$ cat src/rtl/mac_pkg.sv
package mac_pkg;
  localparam int OPW_DEF   = 16;
  localparam int ADRW_DEF  = 6;
  localparam int CNTW_DEF  = 10;
  localparam int GUARD_DEF = 8;
  localparam int NBANKS    = 2;
  typedef enum logic {BANK_COEF = 1'b0, BANK_SAMP = 1'b1} bank_e;
endpackage

$ cat src/rtl/bank_ram.sv
module bank_ram #(
  parameter int OPW  = 16,
  parameter int ADRW = 6
) (
  input  logic            clk,
  input  logic            we,
  input  logic [ADRW-1:0] waddr,
  input  logic [OPW-1:0]  wdata,
  input  logic            re,
  input  logic [ADRW-1:0] raddr,
  output logic [OPW-1:0]  rdata
);
  localparam int DEPTH = 1 << ADRW;
  logic [OPW-1:0] mem [DEPTH];

  always_ff @(posedge clk) begin
    if (we) mem[waddr] <= wdata;
    if (re) rdata <= mem[raddr];
  end
endmodule

$ cat src/rtl/addr_step.sv
module addr_step #(
  parameter int ADRW = 6
) (
  input  logic            clk,
  input  logic            rst,
  input  logic            load,
  input  logic [ADRW-1:0] base,
  input  logic [ADRW-1:0] stride,
  input  logic            step,
  output logic [ADRW-1:0] ptr
);
  logic [ADRW-1:0] stride_q;

  always_ff @(posedge clk) begin
    if (rst) begin
      ptr      <= '0;
      stride_q <= '0;
    end else if (load) begin
      ptr      <= base;
      stride_q <= stride;
    end else if (step) begin
      ptr <= ptr + stride_q;
    end
  end


  ptr_hold_chk: assert property (@(posedge clk) disable iff (rst)
    (!load && !step) |=> $stable(ptr));
endmodule

$ cat src/rtl/mac_unit.sv
module mac_unit #(
  parameter int OPW   = 16,
  parameter int GUARD = 8
) (
  input  logic                    clk,
  input  logic                    rst,
  input  logic                    clr,
  input  logic                    in_vld,
  input  logic signed [OPW-1:0]   opa,
  input  logic signed [OPW-1:0]   opb,
  output logic                    prod_vld,
  output logic [2*OPW+GUARD-1:0]  acc
);
  localparam int PW = 2 * OPW;
  localparam int AW = PW + GUARD;
  logic signed [PW-1:0] prod;

  always_ff @(posedge clk) begin
    if (rst) begin
      prod     <= '0;
      prod_vld <= 1'b0;
      acc      <= '0;
    end else begin
      prod_vld <= in_vld;
      if (in_vld) prod <= opa * opb;
      if (clr) acc <= '0;
      else if (prod_vld) acc <= acc + AW'(prod);
    end
  end


  acc_clear_chk: assert property (@(posedge clk) disable iff (rst)
    clr |=> (acc == '0));

  acc_hold_chk: assert property (@(posedge clk) disable iff (rst)
    (!clr && !prod_vld) |=> $stable(acc));

  prod_src_chk: assert property (@(posedge clk) disable iff (rst)
    prod_vld |-> $past(in_vld));
endmodule

$ cat src/rtl/mac_engine.sv
module mac_engine
  import mac_pkg::*;
#(
  parameter int OPW   = OPW_DEF,
  parameter int ADRW  = ADRW_DEF,
  parameter int CNTW  = CNTW_DEF,
  parameter int GUARD = GUARD_DEF,
  localparam int ACCW = 2 * OPW + GUARD
) (
  input  logic            clk,
  input  logic            rst,
  input  logic            wr_en,
  input  logic            wr_bank,
  input  logic [ADRW-1:0] wr_addr,
  input  logic [OPW-1:0]  wr_data,
  input  logic            start,
  input  logic [CNTW-1:0] count,
  input  logic [ADRW-1:0] coef_base,
  input  logic [ADRW-1:0] coef_stride,
  input  logic [ADRW-1:0] samp_base,
  input  logic [ADRW-1:0] samp_stride,
  output logic            busy,
  output logic            done,
  output logic [ACCW-1:0] acc_out
);
  logic [CNTW-1:0] remain;
  logic            accept, issue, rd_vld, prod_vld, drained;
  logic [ADRW-1:0] base_v   [NBANKS];
  logic [ADRW-1:0] stride_v [NBANKS];
  logic [ADRW-1:0] ptr      [NBANKS];
  logic [OPW-1:0]  rdat     [NBANKS];

  assign accept = start && !busy;
  assign issue  = busy && (remain != '0);
  assign drained = busy && (remain == '0) && !rd_vld && !prod_vld;

  assign base_v[BANK_COEF]   = coef_base;
  assign base_v[BANK_SAMP]   = samp_base;
  assign stride_v[BANK_COEF] = coef_stride;
  assign stride_v[BANK_SAMP] = samp_stride;

  for (genvar g = 0; g < NBANKS; g++) begin : g_bank
    addr_step #(.ADRW(ADRW)) u_ptr (
      .clk(clk), .rst(rst), .load(accept), .base(base_v[g]),
      .stride(stride_v[g]), .step(issue), .ptr(ptr[g])
    );
    bank_ram #(.OPW(OPW), .ADRW(ADRW)) u_ram (
      .clk(clk), .we(wr_en && (wr_bank == 1'(g))), .waddr(wr_addr),
      .wdata(wr_data), .re(issue), .raddr(ptr[g]), .rdata(rdat[g])
    );
  end

  always_ff @(posedge clk) begin
    if (rst) begin
      busy   <= 1'b0;
      done   <= 1'b0;
      remain <= '0;
      rd_vld <= 1'b0;
    end else begin
      rd_vld <= issue;
      done   <= drained;
      if (accept) begin
        busy   <= 1'b1;
        remain <= count;
      end else begin
        if (issue)   remain <= remain - 1'b1;
        if (drained) busy   <= 1'b0;
      end
    end
  end

  mac_unit #(.OPW(OPW), .GUARD(GUARD)) u_mac (
    .clk(clk), .rst(rst), .clr(accept), .in_vld(rd_vld),
    .opa(rdat[BANK_COEF]), .opb(rdat[BANK_SAMP]),
    .prod_vld(prod_vld), .acc(acc_out)
  );


  done_idle_chk: assert property (@(posedge clk) disable iff (rst)
    done |-> !busy);

  done_pulse_chk: assert property (@(posedge clk) disable iff (rst)
    done |=> !done);

  issue_busy_chk: assert property (@(posedge clk) disable iff (rst)
    rd_vld |-> busy);
endmodule

$ cat config.mk
export PLATFORM = sky130hd
export DESIGN_NAME = mac_engine
export DESIGN_NICKNAME = d
export VERILOG_FILES = /design/src/rtl/mac_pkg.sv /design/src/rtl/bank_ram.sv /design/src/rtl/addr_step.sv /design/src/rtl/mac_unit.sv /design/src/rtl/mac_engine.sv
export SDC_FILE = /design/constraint.sdc
export NUM_CORES = 2
export LEC_CHECK = 0
export ABC_AREA = 0
export BUFFER_PORTS_ARGS = -buffer_cell sky130_fd_sc_hd__buf_4
export CORE_AREA = 10 10 424 426
export DETAILED_ROUTE_END_ITERATION = 16
export DIE_AREA = 0 0 434 436
export PLACE_DENSITY_LB_ADDON = 0.25
export SLEW_MARGIN = 20
export SYNTH_ARGS = -nofsm -noshare
export SYNTH_HDL_FRONTEND = slang
export SYNTH_HIERARCHICAL = 1
export SYNTH_SLANG_ARGS = --single-unit
$ cat constraint.sdc
create_clock -name clk -period 5.9 [get_ports clk]
set_input_delay 0.59 -clock clk [delete_from_list [all_inputs] [get_ports clk]]
set_output_delay 0.59 -clock clk [all_outputs]
set_load 0.005 [all_outputs]
-- Word level (Yosys, flattened, before mapping)
Memories as Yosys holds them, arrays and structs flattened. A register that Yosys moved wholly into a read port is not among the register bits.
Index checks and enable logic that the tools add are counted.
- $add $sub $neg: 4
- multiply operators: 1
- div/mod/pow operators: 0
- $lt $le $gt $ge: 0
- equality and inequality tests: 0
- shifts and indexed selects: 0
- muxes and demuxes: 12
- bitwise operators: 1
- reductions and logical operators: 15
- operator list (operator ; number):
    $add A40 B40 Y40 ; 1
    $mul A16 B16 Y32 ; 1
    $mux W6 ; 4
    $mux W10 ; 2
    $add A6 B6 Y6 ; 2
    $logic_not A10 Y1 ; 1
    $reduce_bool A10 Y1 ; 1
    $sub A10 B1 Y10 const B ; 1
    $logic_and A1 B1 Y1 ; 7
    $mux W1 ; 6
    $reduce_bool A2 Y1 ; 2
    $logic_not A1 Y1 ; 3
    $reduce_or A2 Y1 ; 1
    $not A1 Y1 ; 1
- register bits: 110
- bits in latches: 0
- RAM bits: 2048
- memory bits (read-only): 0
- bits of input ports: 61
- output and inout bits: 42
- logic and storage cells: 46
- memories kept: 2
- memory list (name ; depth ; width ; rd ports ; clocked after memory_dff ; write ports ; RTL line ; RTL):
    g_bank[0].u_ram.mem ; 64 ; 16 ; 1 ; 1 ; 1 ; bank_ram.sv:14 ; logic [OPW-1:0] mem [DEPTH];
    g_bank[1].u_ram.mem ; 64 ; 16 ; 1 ; 1 ; 1 ; bank_ram.sv:14 ;

-- Depth between registers and ports, before layout
- depth after elaboration: 6
- mapped depth: 24

-- By module
The synthesis kept the hierarchy.
- by module, submodules not included (module ; times used ; cells each ; area an instance (um^2) ; seq. area each (um^2)):
    bank_ram ; 2 ; 1829 ; 40202.3 ; 31230.0
    mac_unit ; 1 ; 1625 ; 14380.0 ; 1461.4
    addr_step ; 2 ; 76 ; 706.9 ; 240.2
    mac_engine ; 1 ; 94 ; 803.3 ; 260.2

-- Worst setup path after synthesis
No wires, ideal clock.
- path kind: register to register
- start: register g_bank[1].u_ram.rdata[7] (read register of g_bank[1].u_ram.mem)
- end: register u_mac.prod[28]
- data arrival time: 5882 ps
- setup slack: -102 ps
- cell stages (with the launch flop): 22
- clock period less this slack: 6002 ps
- cells stage by stage: edfxtp_1 -> clkbuf_1 -> nand2_1 -> fa_1 -> inv_1 -> fa_1 -> inv_1 -> fa_1 -> inv_1 -> fa_1 -> fa_1 -> inv_1 -> fa_1 -> inv_1 -> ha_1 -> a211o_1 -> a21oi_1 -> a211oi_2 -> o41ai_2 -> o311ai_1 -> o41a_1 -> a211o_1
- longest elaborated chain between the ends: 1
- RTL lines (item ; RTL line ; RTL):
    start, declared ; bank_ram.sv:11 ; output logic [OPW-1:0] rdata
    $mul A16 B16 Y32 ; mac_unit.sv:25 ; if (in_vld) prod <= opa * opb;
    end signal, assigned ; mac_unit.sv:25 ;
    end, declared ; mac_unit.sv:16 ; logic signed [PW-1:0] prod;
No other way between the ends.
A chain may end at the register's enable or synchronous reset.

-- Worst setup path after layout
- start: register g_bank[0].u_ram.rdata[7] (read register of g_bank[0].u_ram.mem)
- end: register u_mac.prod[25]
- longest elaborated chain between the ends: 1
- RTL lines (item ; RTL line):
    start, declared ; bank_ram.sv:11
    $mul A16 B16 Y32 ; mac_unit.sv:25
No other way between the ends.

==> impl_metrics.py <==
metrics = {
    "placed_design": {
        "io_buffers": 102,
        "gp_congestion": 0.9275,
        "place_ws_ns": -0.3108,
        "detailed_place_hpwl_um": 144700,
    },
    "timing": {
        "relSlewSlack_pct": 23.91,
        "layout_min_cycle_time_ns": 6.010,
        "post-route-period-util_pct": 101.9,
        "rsz0062_at_grt": "yes",
        "hold_ws_ns": 0.06889,
        "setup_slack_ns": -0.1096,
        "final-hold-violation-count": 0,
        "finalClockSkew_ns": 0.04547,
        "fmaxAchievable_mhz": 166.4,
        "setup_viol": 3,
        "worstMarginPinSlew_ns": 1.139,
        "report.final.slew_viol_count": 0,
    },
    "synthesis": {
        "synthSimpleGateAreaFrac_pct": 5.089,
        "async_flop_share_pct": 0,
        "synth_xor_area_share_pct": 0.6050,
        "synth-seq-cells": 2190,
        "synth_top_area_share_pct": 64.39,
        "yosysUniqueCellTypes": 92,
        "synth_fa_ha_area_share_pct": 7.172,
        "synth_area_leader_cell": "edfxtp_1",
        "synthCells": 5529,
        "yosys-top-cells-area": "edfxtp_1 64%, mux4_2 10%, fa_1 5.5%",
        "synth-edff-count": 2080,
        "syn_avg_cell_area_um2": 17.54,
        "ys.flop_type": "edfxtp_1",
        "synthTopCellsByCount": "2080 x edfxtp_1, 440 x mux4_2, 314 x inv_1",
        "synth.yosys.warnings": 6,
        "ys_seq_area_share_pct": 66.66,
        "synthMuxAreaShare_pct": 13.49,
        "synth-compound-area-share_pct": 3.948,
        "synth_top_family_by_area": "multiplexers",
        "synthMostInstantiatedCell": "edfxtp_1",
        "syn_nets": 5987,
        "syn_area_mm2": 0.09700,
    },
    "global_route": {
        "grt_max_degree": 116,
        "grt.overflow.total": 0,
        "grt_pass1_wl_um": 344700,
        "grt_usage_pct": 24.37,
        "grt_antenna_before_repair": 8,
        "grt_pass1_vias": 52360,
    },
    "flow_run": {
        "max_cap_violations": 0,
    },
    "worst_setup_path": {
        "critical_path.startpoint_type": "flop",
        "crit_fanout": 6,
        "end_kind": "flop",
        "critPathKind": "flop to flop",
        "critPathRequiredTime_ns": 6.62,
        "worst_ep_arrival_time_ns": 6.73,
    },
    "clocking": {
        "cts.sinks": 2190,
        "clockBufferDepth": 3,
        "htree_levels": 4,
        "cts_tree": "done",
        "clk_pin_slew_ns": 0.06,
        "cts_made_buffers": 212,
        "clk_latency_ns": 0.86,
        "root_buffer": "clkbuf_16",
    },
    "min_path": {
        "min_path_type": "input pin to flop",
    },
    "floorplanning": {
        "core_mm2": 0.1710,
        "num_io_pins": 103,
        "die_h_um": 436,
        "initial_utilization_pct": 56.73,
        "die_w_um": 434,
        "rows": 152,
        "die_area_mm2": 0.1892,
    },
    "detailed_routing": {
        "via_per_inst": 6.259,
        "firstDrtPassIters": 6,
        "remaining_drc_errors": 0,
        "final_antenna_net_count": 0,
        "drtIter0Drc": 6163,
        "post_drt_wl_per_cell_um": 27.80,
        "vias": 51930,
        "drt-total-wl_um": 230600,
    },
    "cells_and_area": {
        "final_nets": 6333,
        "drive_gt1_share_pct": 21.88,
        "area_growth_pct": 11.99,
    },
    "run_status": {
        "violations": "setup timing",
        "status": "finished with violations",
    },
}
placed cells by master (no fill, tap or decap), types with 66 or more instances in the layout:
master	instances
edfxtp_1	2080
mux4_2	440
buf_4	363
inv_1	309
nand2_1	279
fa_1	259
nor2_1	256
mux2i_1	233
clkbuf_16	212
and2_1	125
ha_1	125
a21oi_1	113
dfxtp_1	99
a22oi_1	78
nor2b_1	66
nand3_1	66
kinds of logic after synthesis:
| group | after synthesis |
|---|---|
| flops | 2190 |
| simple gates | 1005 |
| mux | 737 |
| buf+inv | 595 |
| compound gates | 538 |
| fa+ha+maj | 397 |
| xor+xnor | 67 |
worst paths after layout:
check        slack (ns)        endpoint                     start  depth (start not counted)
max               -0.11  u_mac/prod[25]  g_bank[0].u_ram/rdata[7]                         19
min                0.07       remain[5]                  count[5]                          3
max reg2reg       -0.11  u_mac/prod[25]  g_bank[0].u_ram/rdata[7]                         19
min reg2reg        0.50  u_mac/prod[19]            u_mac/prod[19]                          2
routing by layer:
metal  GRT usage, %  up-vias  routed length, µm
met3          4.965      405              21870
met5              0        -                 27
met1          34.92    26990              91650
met2          37.99     2434             109700
li1               -    22090                  -
met4          7.539        4               7405
final cells by class:
class | count | area, µm²
flip-flops and latches | 2190 | 64690
inverters | 314 | 1179
well taps | 2233 | 2794
diodes | 6 | 15.01
clock inverters | 137 | 1331
clock buffers | 259 | 5492
fillers | 11610 | 62340
repair buffers | 413 | 3392
multi-input cells | 2744 | 29740
per-stage QoR:
| step | setup TNS [ns] | cell area, µm² | utilization (%) | cells |
|---|---|---|---|---|
| 2_1_floorplan | 0 | 97020 | - | 5529 |
| 3_3_place_gp | -1.396 | 101200 | 59.16 | 7854 |
| 3_5_place_dp | -1.584 | 101200 | 59.16 | 7854 |
| 4_1_cts | -0.1908 | 108500 | 63.43 | 8284 |
| 5_1_grt | -1.933 | 108600 | 63.53 | 8292 |
| 6_report | -0.1885 | 108600 | 63.54 | 8296 |
critical path, stage by stage, from the launching register on:
cell      delay, ns
edfxtp_1       0.50
and2_4         0.22
fa_1           0.54
inv_1          0.05
fa_2           0.53
fa_1           0.44
fa_1           0.54
inv_1          0.05
fa_1           0.45
fa_1           0.55
ha_4           0.22
a21oi_2        0.19
o21ai_4        0.10
a211o_1        0.34
a21oi_4        0.22
a211oi_4       0.11
or3_4          0.40
a21oi_2        0.16
xor2_1         0.17
o22ai_1        0.10
sequential cells by signal (all words and copies together), names as in the netlist:
signal	count
busy	1
done	1
g_bank.u_ptr/ptr	12
g_bank.u_ptr/stride_q	12
g_bank.u_ram/mem	2048
g_bank.u_ram/rdata	32
rd_vld	1
remain	10
u_mac/acc	40
u_mac/prod	32
u_mac/prod_vld	1
repair_timing:
item / 4_1_cts / 5_1_grt
setup endpoints to repair: 8 / 12
pin swaps: 16 / 11
hold endpoints to repair: 25 / 0
gates resized for setup: 33 / 30
setup buffers: 9 / 6
hold buffers: 25 / 0
Power is not shown: default switching activity piles up to over one toggle a cycle in this logic, so the estimate is an artifact.
